<file path="config.mk">
export PLATFORM = sky130hd
export DESIGN_NAME = smp_snoop_coh
export DESIGN_NICKNAME = d
export VERILOG_FILES = /design/src/rtl/coh_pkg.sv /design/src/rtl/coh_prio_arb.sv /design/src/rtl/coh_node_ctrl.sv /design/src/rtl/smp_snoop_coh.sv
export SDC_FILE = /design/constraint.sdc
export NUM_CORES = 1
export LEC_CHECK = 0
export CORE_ASPECT_RATIO = 1.4
export CORE_MARGIN = 5
export CORE_UTILIZATION = 35
export CTS_CLUSTER_DIAMETER = 40
export DETAILED_ROUTE_END_ITERATION = 10
export MAX_ROUTING_LAYER = met4
export PLACE_DENSITY_LB_ADDON = 0.25
export RECOVER_POWER = 25
export SYNTH_ARGS = -nofsm -noshare
export SYNTH_HDL_FRONTEND = slang
export SYNTH_SLANG_ARGS = --single-unit
</file>
<file path="constraint.sdc">
create_clock -name clk -period 6.5 [get_ports clk]
set_input_delay 1.3 -clock clk [delete_from_list [all_inputs] [get_ports clk]]
set_output_delay 1.3 -clock clk [all_outputs]
set_load 0.05 [all_outputs]
</file>
<file path="src/rtl/coh_pkg.sv">
package coh_pkg;

    typedef enum logic [1:0] {
        LN_INV = 2'd0,
        LN_SHR = 2'd1,
        LN_EXC = 2'd2
    } line_st_e;

    typedef enum logic [1:0] {
        OP_RD     = 2'd0,
        OP_WR     = 2'd1,
        OP_NCW    = 2'd2,
        OP_RD_ALT = 2'd3
    } req_op_e;

    typedef enum logic [2:0] {
        ST_IDLE  = 3'd0,
        ST_CHECK = 3'd1,
        ST_MBUS  = 3'd2,
        ST_CBUS  = 3'd3,
        ST_DONE  = 3'd4
    } ctl_fsm_e;

endpackage

</file>
<file path="src/rtl/coh_prio_arb.sv">
module coh_prio_arb #(
    parameter int N  = 4,
    parameter int IW = 2
) (
    input  logic [N-1:0]  req_i,
    output logic [N-1:0]  gnt_o,
    output logic          any_o,
    output logic [IW-1:0] idx_o
);

    always_comb begin
        gnt_o = '0;
        idx_o = '0;
        any_o = 1'b0;
        for (int i = 0; i < N; i++) begin
            if (req_i[i] && !any_o) begin
                gnt_o[i] = 1'b1;
                idx_o    = IW'(i);
                any_o    = 1'b1;
            end
        end
    end

endmodule

</file>
<file path="src/rtl/coh_node_ctrl.sv">
module coh_node_ctrl
    import coh_pkg::*;
#(
    parameter int LINES = 16,
    parameter int IDX_W = 4
) (
    input  logic               clk,
    input  logic               rst_n,
    input  logic               req_valid_i,
    input  logic [1:0]         req_op_i,
    input  logic [IDX_W-1:0]   req_addr_i,
    output logic               req_ready_o,
    output logic               req_done_o,
    output logic               mreq_o,
    output logic               creq_o,
    input  logic               mgnt_i,
    input  logic               cgnt_i,
    input  logic               mb_valid_i,
    input  logic [IDX_W-1:0]   mb_addr_i,
    input  logic               cb_valid_i,
    input  logic [IDX_W-1:0]   cb_addr_i,
    output logic [IDX_W-1:0]   cur_addr_o,
    output logic               wb_o,
    output logic [2*LINES-1:0] st_o
);

    typedef struct packed {
        ctl_fsm_e                fsm;
        req_op_e                 op;
        logic [IDX_W-1:0]        addr;
        logic [LINES-1:0][1:0]   lines;
    } node_t;

    node_t      q, d;
    logic [1:0] own;

    always_comb begin
        d      = q;
        wb_o   = 1'b0;
        mreq_o = 1'b0;
        creq_o = 1'b0;
        own    = q.lines[q.addr];

        // traffic from other processors: a fetch downgrades an owner
        if (mb_valid_i && !mgnt_i && q.lines[mb_addr_i] == LN_EXC) begin
            d.lines[mb_addr_i] = LN_SHR;
            wb_o               = 1'b1;
        end
        // an invalidate removes any copy, writing back an owned one first
        if (cb_valid_i && !cgnt_i && q.lines[cb_addr_i] != LN_INV) begin
            if (q.lines[cb_addr_i] == LN_EXC) begin
                wb_o = 1'b1;
            end
            d.lines[cb_addr_i] = LN_INV;
        end

        unique case (q.fsm)
            ST_IDLE: begin
                if (req_valid_i) begin
                    d.fsm  = ST_CHECK;
                    d.op   = req_op_e'(req_op_i);
                    d.addr = req_addr_i;
                end
            end
            ST_CHECK: begin
                unique case (q.op)
                    OP_NCW: d.fsm = ST_DONE;
                    OP_WR: begin
                        if (own == LN_EXC)      d.fsm = ST_DONE;
                        else if (own == LN_SHR) d.fsm = ST_CBUS;
                        else                    d.fsm = ST_MBUS;
                    end
                    default: begin
                        if (own != LN_INV) d.fsm = ST_DONE;
                        else               d.fsm = ST_MBUS;
                    end
                endcase
            end
            ST_MBUS: begin
                mreq_o = 1'b1;
                if (mgnt_i) begin
                    d.lines[q.addr] = LN_SHR;
                    d.fsm = (q.op == OP_WR) ? ST_CBUS : ST_DONE;
                end
            end
            ST_CBUS: begin
                if (own == LN_INV) begin
                    d.fsm = ST_MBUS;
                end else begin
                    creq_o = 1'b1;
                    if (cgnt_i) begin
                        d.lines[q.addr] = LN_EXC;
                        d.fsm           = ST_DONE;
                    end
                end
            end
            default: d.fsm = ST_IDLE;
        endcase
    end

    always_ff @(posedge clk) begin
        if (!rst_n) begin
            q.fsm   <= ST_IDLE;
            q.op    <= OP_RD;
            q.addr  <= '0;
            q.lines <= '0;
        end else begin
            q <= d;
        end
    end

    assign req_ready_o = (q.fsm == ST_IDLE);
    assign req_done_o  = (q.fsm == ST_DONE);
    assign cur_addr_o  = q.addr;
    assign st_o        = q.lines;

endmodule

</file>
<file path="src/rtl/smp_snoop_coh.sv">
module smp_snoop_coh
    import coh_pkg::*;
#(
    parameter int NCPU  = 4,
    parameter int LINES = 16,
    localparam int IDX_W = $clog2(LINES),
    localparam int SRC_W = (NCPU > 1) ? $clog2(NCPU) : 1
) (
    input  logic                  clk,
    input  logic                  rst_n,
    input  logic [NCPU-1:0]       req_valid,
    input  logic [2*NCPU-1:0]     req_op,
    input  logic [IDX_W*NCPU-1:0] req_addr,
    output logic [NCPU-1:0]       req_ready,
    output logic [NCPU-1:0]       req_done,
    output logic                  mbus_valid,
    output logic [SRC_W-1:0]      mbus_src,
    output logic [IDX_W-1:0]      mbus_addr,
    output logic                  cbus_valid,
    output logic [SRC_W-1:0]      cbus_src,
    output logic [IDX_W-1:0]      cbus_addr,
    output logic [NCPU-1:0]       wb
);

    logic [NCPU-1:0]              mreq, creq, creq_ok, mgnt, cgnt;
    logic [NCPU-1:0][IDX_W-1:0]   cur_addr;
    logic [NCPU-1:0][2*LINES-1:0] all_st;

    for (genvar i = 0; i < NCPU; i++) begin : g_node
        coh_node_ctrl #(
            .LINES (LINES),
            .IDX_W (IDX_W)
        ) u_node (
            .clk         (clk),
            .rst_n       (rst_n),
            .req_valid_i (req_valid[i]),
            .req_op_i    (req_op[2*i +: 2]),
            .req_addr_i  (req_addr[IDX_W*i +: IDX_W]),
            .req_ready_o (req_ready[i]),
            .req_done_o  (req_done[i]),
            .mreq_o      (mreq[i]),
            .creq_o      (creq[i]),
            .mgnt_i      (mgnt[i]),
            .cgnt_i      (cgnt[i]),
            .mb_valid_i  (mbus_valid),
            .mb_addr_i   (mbus_addr),
            .cb_valid_i  (cbus_valid),
            .cb_addr_i   (cbus_addr),
            .cur_addr_o  (cur_addr[i]),
            .wb_o        (wb[i]),
            .st_o        (all_st[i])
        );
        // hold back an invalidate for the line being fetched this cycle
        assign creq_ok[i] = creq[i] && !(mbus_valid && cur_addr[i] == mbus_addr);
    end

    coh_prio_arb #(.N(NCPU), .IW(SRC_W)) u_mbus_arb (
        .req_i (mreq),
        .gnt_o (mgnt),
        .any_o (mbus_valid),
        .idx_o (mbus_src)
    );

    coh_prio_arb #(.N(NCPU), .IW(SRC_W)) u_cbus_arb (
        .req_i (creq_ok),
        .gnt_o (cgnt),
        .any_o (cbus_valid),
        .idx_o (cbus_src)
    );

    assign mbus_addr = cur_addr[mbus_src];
    assign cbus_addr = cur_addr[cbus_src];

endmodule

</file>
==> results.md <==
* Vias in the first global route at 13900
* Most common cell in the netlist: nor2_1
* Crit path kind: reg2out
* RSZ-0062 raised after global routing: false
* Die Width at 172 µm
* Initial antenna violation count at 1
* Via density at approximately 6.7
* Worst Tran Pin Value at 3.01 ns
* Number of max-cap violations at 3
* # rows at 83
* Hold buffers post-CTS at 0
* WL/cell at 28.5 µm
* Crit path arrival time at 5.03 ns
* Peak fanout along the critical path at 35
* Area added between synthesis and finish at 13.2%
* Final nets at 1728
* Combinational share of power at 55.7%
* Post-route DRC at 0
* Clock skew at 0.0136 ns
* Clock power frac at approximately a fifth
* Outcome: finished, violations left
* Tmin final at between 6 and 7 ns
* VDD IR-drop max at 0.264 mV
* Slew Limit Fails at ~130
* Seq pwr share at 24.2%
* Largest net degree at the start of global routing at 52
* Chip height at 237 µm
* Vias at 14500
* Pre-antenna DRT Iters at 6
* # IOs at 56
* Hold path start: g_node[2].u_node.st_o[25]
* 1st-iter DRT viols at about 1800
* Ant diodes at 0
* Clock Sink Count at 164
* Mapped Nets at 1725
* Starting Density at 35.2%
* Crit-path cells: nor3_2 -> o211a_1 -> o21ai_1 -> or4b_4 -> o31a_4 -> o41ai_4 -> a21oi_4 -> clkinv_8 -> buf_12 -> nand2_1 -> a32oi_1 -> o21ai_1 -> nor3_1 -> o31ai_1 -> buf_4 -> buf_12
* Gpl congestion at 1.03
* Total CTS buffers at 17
* Die ar. at 40800 µm²
* Post-synth top area cell: dfxtp_1
* Setup crit start kind: flop
* Top cells by area, synth: dfxtp_1 26%, mux4_2 7.4%, nor2_1 6.0%
* Data required, critical path at 5.20 ns
* # port buffers at between 50 and 60
* Most frequent cells after synthesis: 205 x nor2_1, 170 x nand2_1, 164 x dfxtp_1
* HP Class: reg2reg
* Number of flops mapped to enable cells by yosys at 0
* Slew Limit Headroom at -101%
* Crit-path max cell delay at ~0.86 ns
* Post-synth ARST share at 0%
* Synth unique cells at 97
* Skew-Pair Late Insertion Delay at between 0.4 and 0.5 ns
* Layout cells sized above 1 at 13.6%
* Core area at 36600 µm²
* Buf/Inv on CP at 4
* Clock-pin slew on the worst setup and hold paths at 0.07 ns
* Post-Synthesis Cells at 1687
* Post-route ant nets at 0
* Worst Setup SP: g_node[3].u_node.cur_addr_o[2]
* Final setup vio count at 0
* H-tree depth at 4
* First-pass GRT wire length at between 90 and 100 mm
* Slowest cell on crit path: dfxtp_1
* Sw Share at between 50% and 60%
* Psw at ~2.6 mW
* Post-Route WL at ~62 mm
* Worst R2R Start: g_node[3].u_node.cur_addr_o[2]
* Share of the synthesized area in the top cell type at between 20% and 30%
* Post-Syn Area per Cell at 7.63 µm²
* Global Route Usage Sum at 30.4%
* Worst setup EP type: output pin
* DP HPWL at between 40 and 50 mm
* CTS tree: yes
* Final Hold Vio Count at 0
* Root buffer cell: clkbuf_16
* Share of the yosys chip area belonging to registers at 25.5%
* Pwr Density at 345 nW/µm²
* #FFs+latches synth at 164
* Total gr overflow at 0
* Final Cycle Share at 97.4%
* CP top delay family: compound AO/OA/AOI/OAI gates
* Ys flop type: dfxtp_1
* Failing checks: capacitance limit, slew limit
* TNS Setup at 0 ns
* Fmax at 158 MHz
* Mapped Area at 12900 µm²
* CTS max path bufs at 2
* Internal Power at approximately 2.4 mW
* Leak Pwr at approximately 4.7 nW
* Warnings from Yosys at 0
* Pwr Total at ~5 mW
==> layer usage <==
layer	vias up	GRT usage [%]	wire [µm]
met2	861	47.8	28800
met4	0	19.8	4900
met3	251	5.34	5370
li1	6342	-	-
met5	-	-	0
met1	7006	35.2	22700
==> final timing paths <==
kind,to,cells past startpoint,slack (ns)
max,wb[1],16,0.17
max reg2reg,g_node[3].u_node.st_o[3],12,1.43
min reg2reg,g_node[2].u_node.st_o[25],2,0.58
min,g_node[2].u_node.st_o[25],2,0.58
==> timing repair <==
item,in CTS,in global routing
buffers inserted,0,9
pin swaps,0,5
resized for setup,6,35
setup endpoints to repair,4,4
==> cell usage in the layout (no fill, tap or decap), types with 13 or more instances in the layout <==
cell type        Yosys  final
clkdlybuf4s50_1      0     38
or3_1               16     16
a311oi_1            16     16
nor2_1             205    205
a21oi_1            132    130
buf_4               25     73
mux4_2              42     42
o21a_1              15     15
nor2b_1             21     21
o311ai_0            18     18
nand2b_1            16     16
nand3b_1            21     21
o221ai_1            15     15
a211oi_1            86     83
nand3_1             54     54
o21ai_0             99     98
a221o_1             13     13
a31oi_1             66     66
nor3_1              34     33
nand2_1            170    170
o211ai_1            33     33
dfxtp_1            164    156
inv_1               72     71
clkbuf_16            0     17
==> per-stage QoR <==
stage / area (µm²) / setup WS [ns] / util [%] / cells / hold WS [ns]
after floorplan: 12900 / 0.803 / - / 1687 / 0.499
after global placement: 13800 / 0.204 / 37.8 / 2129 / 0.551
after detailed placement: 13800 / 0.128 / 37.8 / 2129 / 0.565
after CTS: 14400 / 0.00993 / 39.4 / 2160 / 0.575
after global routing: 14600 / 0.00900 / 39.9 / 2169 / 0.602
final: 14600 / 0.166 / 39.9 / 2169 / 0.577
==> registers in the layout, summed over array words and instances (netlist names) <==
name / count
g_node.u_node.cur_addr_o: 16
g_node.u_node.q: 20
g_node.u_node.st_o: 128
==> cells by family (layout without fill, tap and decap cells) <==
group / Yosys count / count (layout) / share of synthesized area [%]
AOI/OAI and AO/OA: 615 / 615 / 33.7
xor gates and xnor gates: 5 / 5 / 0.340
adders and majority gates: 8 / 8 / 0.778
buffers and inverters: 229 / 244 / 8.40
DFF: 164 / 164 / 25.5
muxes: 56 / 56 / 8.60
and+or+nand+nor: 610 / 610 / 22.7
==> tightest hold or removal path, stage by stage, from the launching register on <==
cell	delay [ns]
dfxtp_1	0.34
a21oi_1	0.13
a211oi_1	0.06
==> power by group through the flow <==
stage | clock network (mW) | registers (mW) | logic, mW
floorplan | 0 | 1.14 | 1.81
global route | 1.06 | 1.23 | 2.92
detailed placement | 0 | 1.23 | 2.67
global placement | 0 | 1.23 | 2.68
finish | 1.01 | 1.22 | 2.80
CTS | 1.02 | 1.21 | 2.69
==> area by class of cell <==
cell class | count | area [µm²]
Multi-Input combinational cell | 1294 | 8610
Fill cell | 3788 | 22000
Tap cell | 467 | 584
Clock buffer | 19 | 443
Clock inverter | 12 | 106
Inverter | 80 | 322
Sequential cell | 164 | 3290
Timing Repair Buffer | 133 | 1210
No activity file was read; power rests on OpenSTA's default activity.
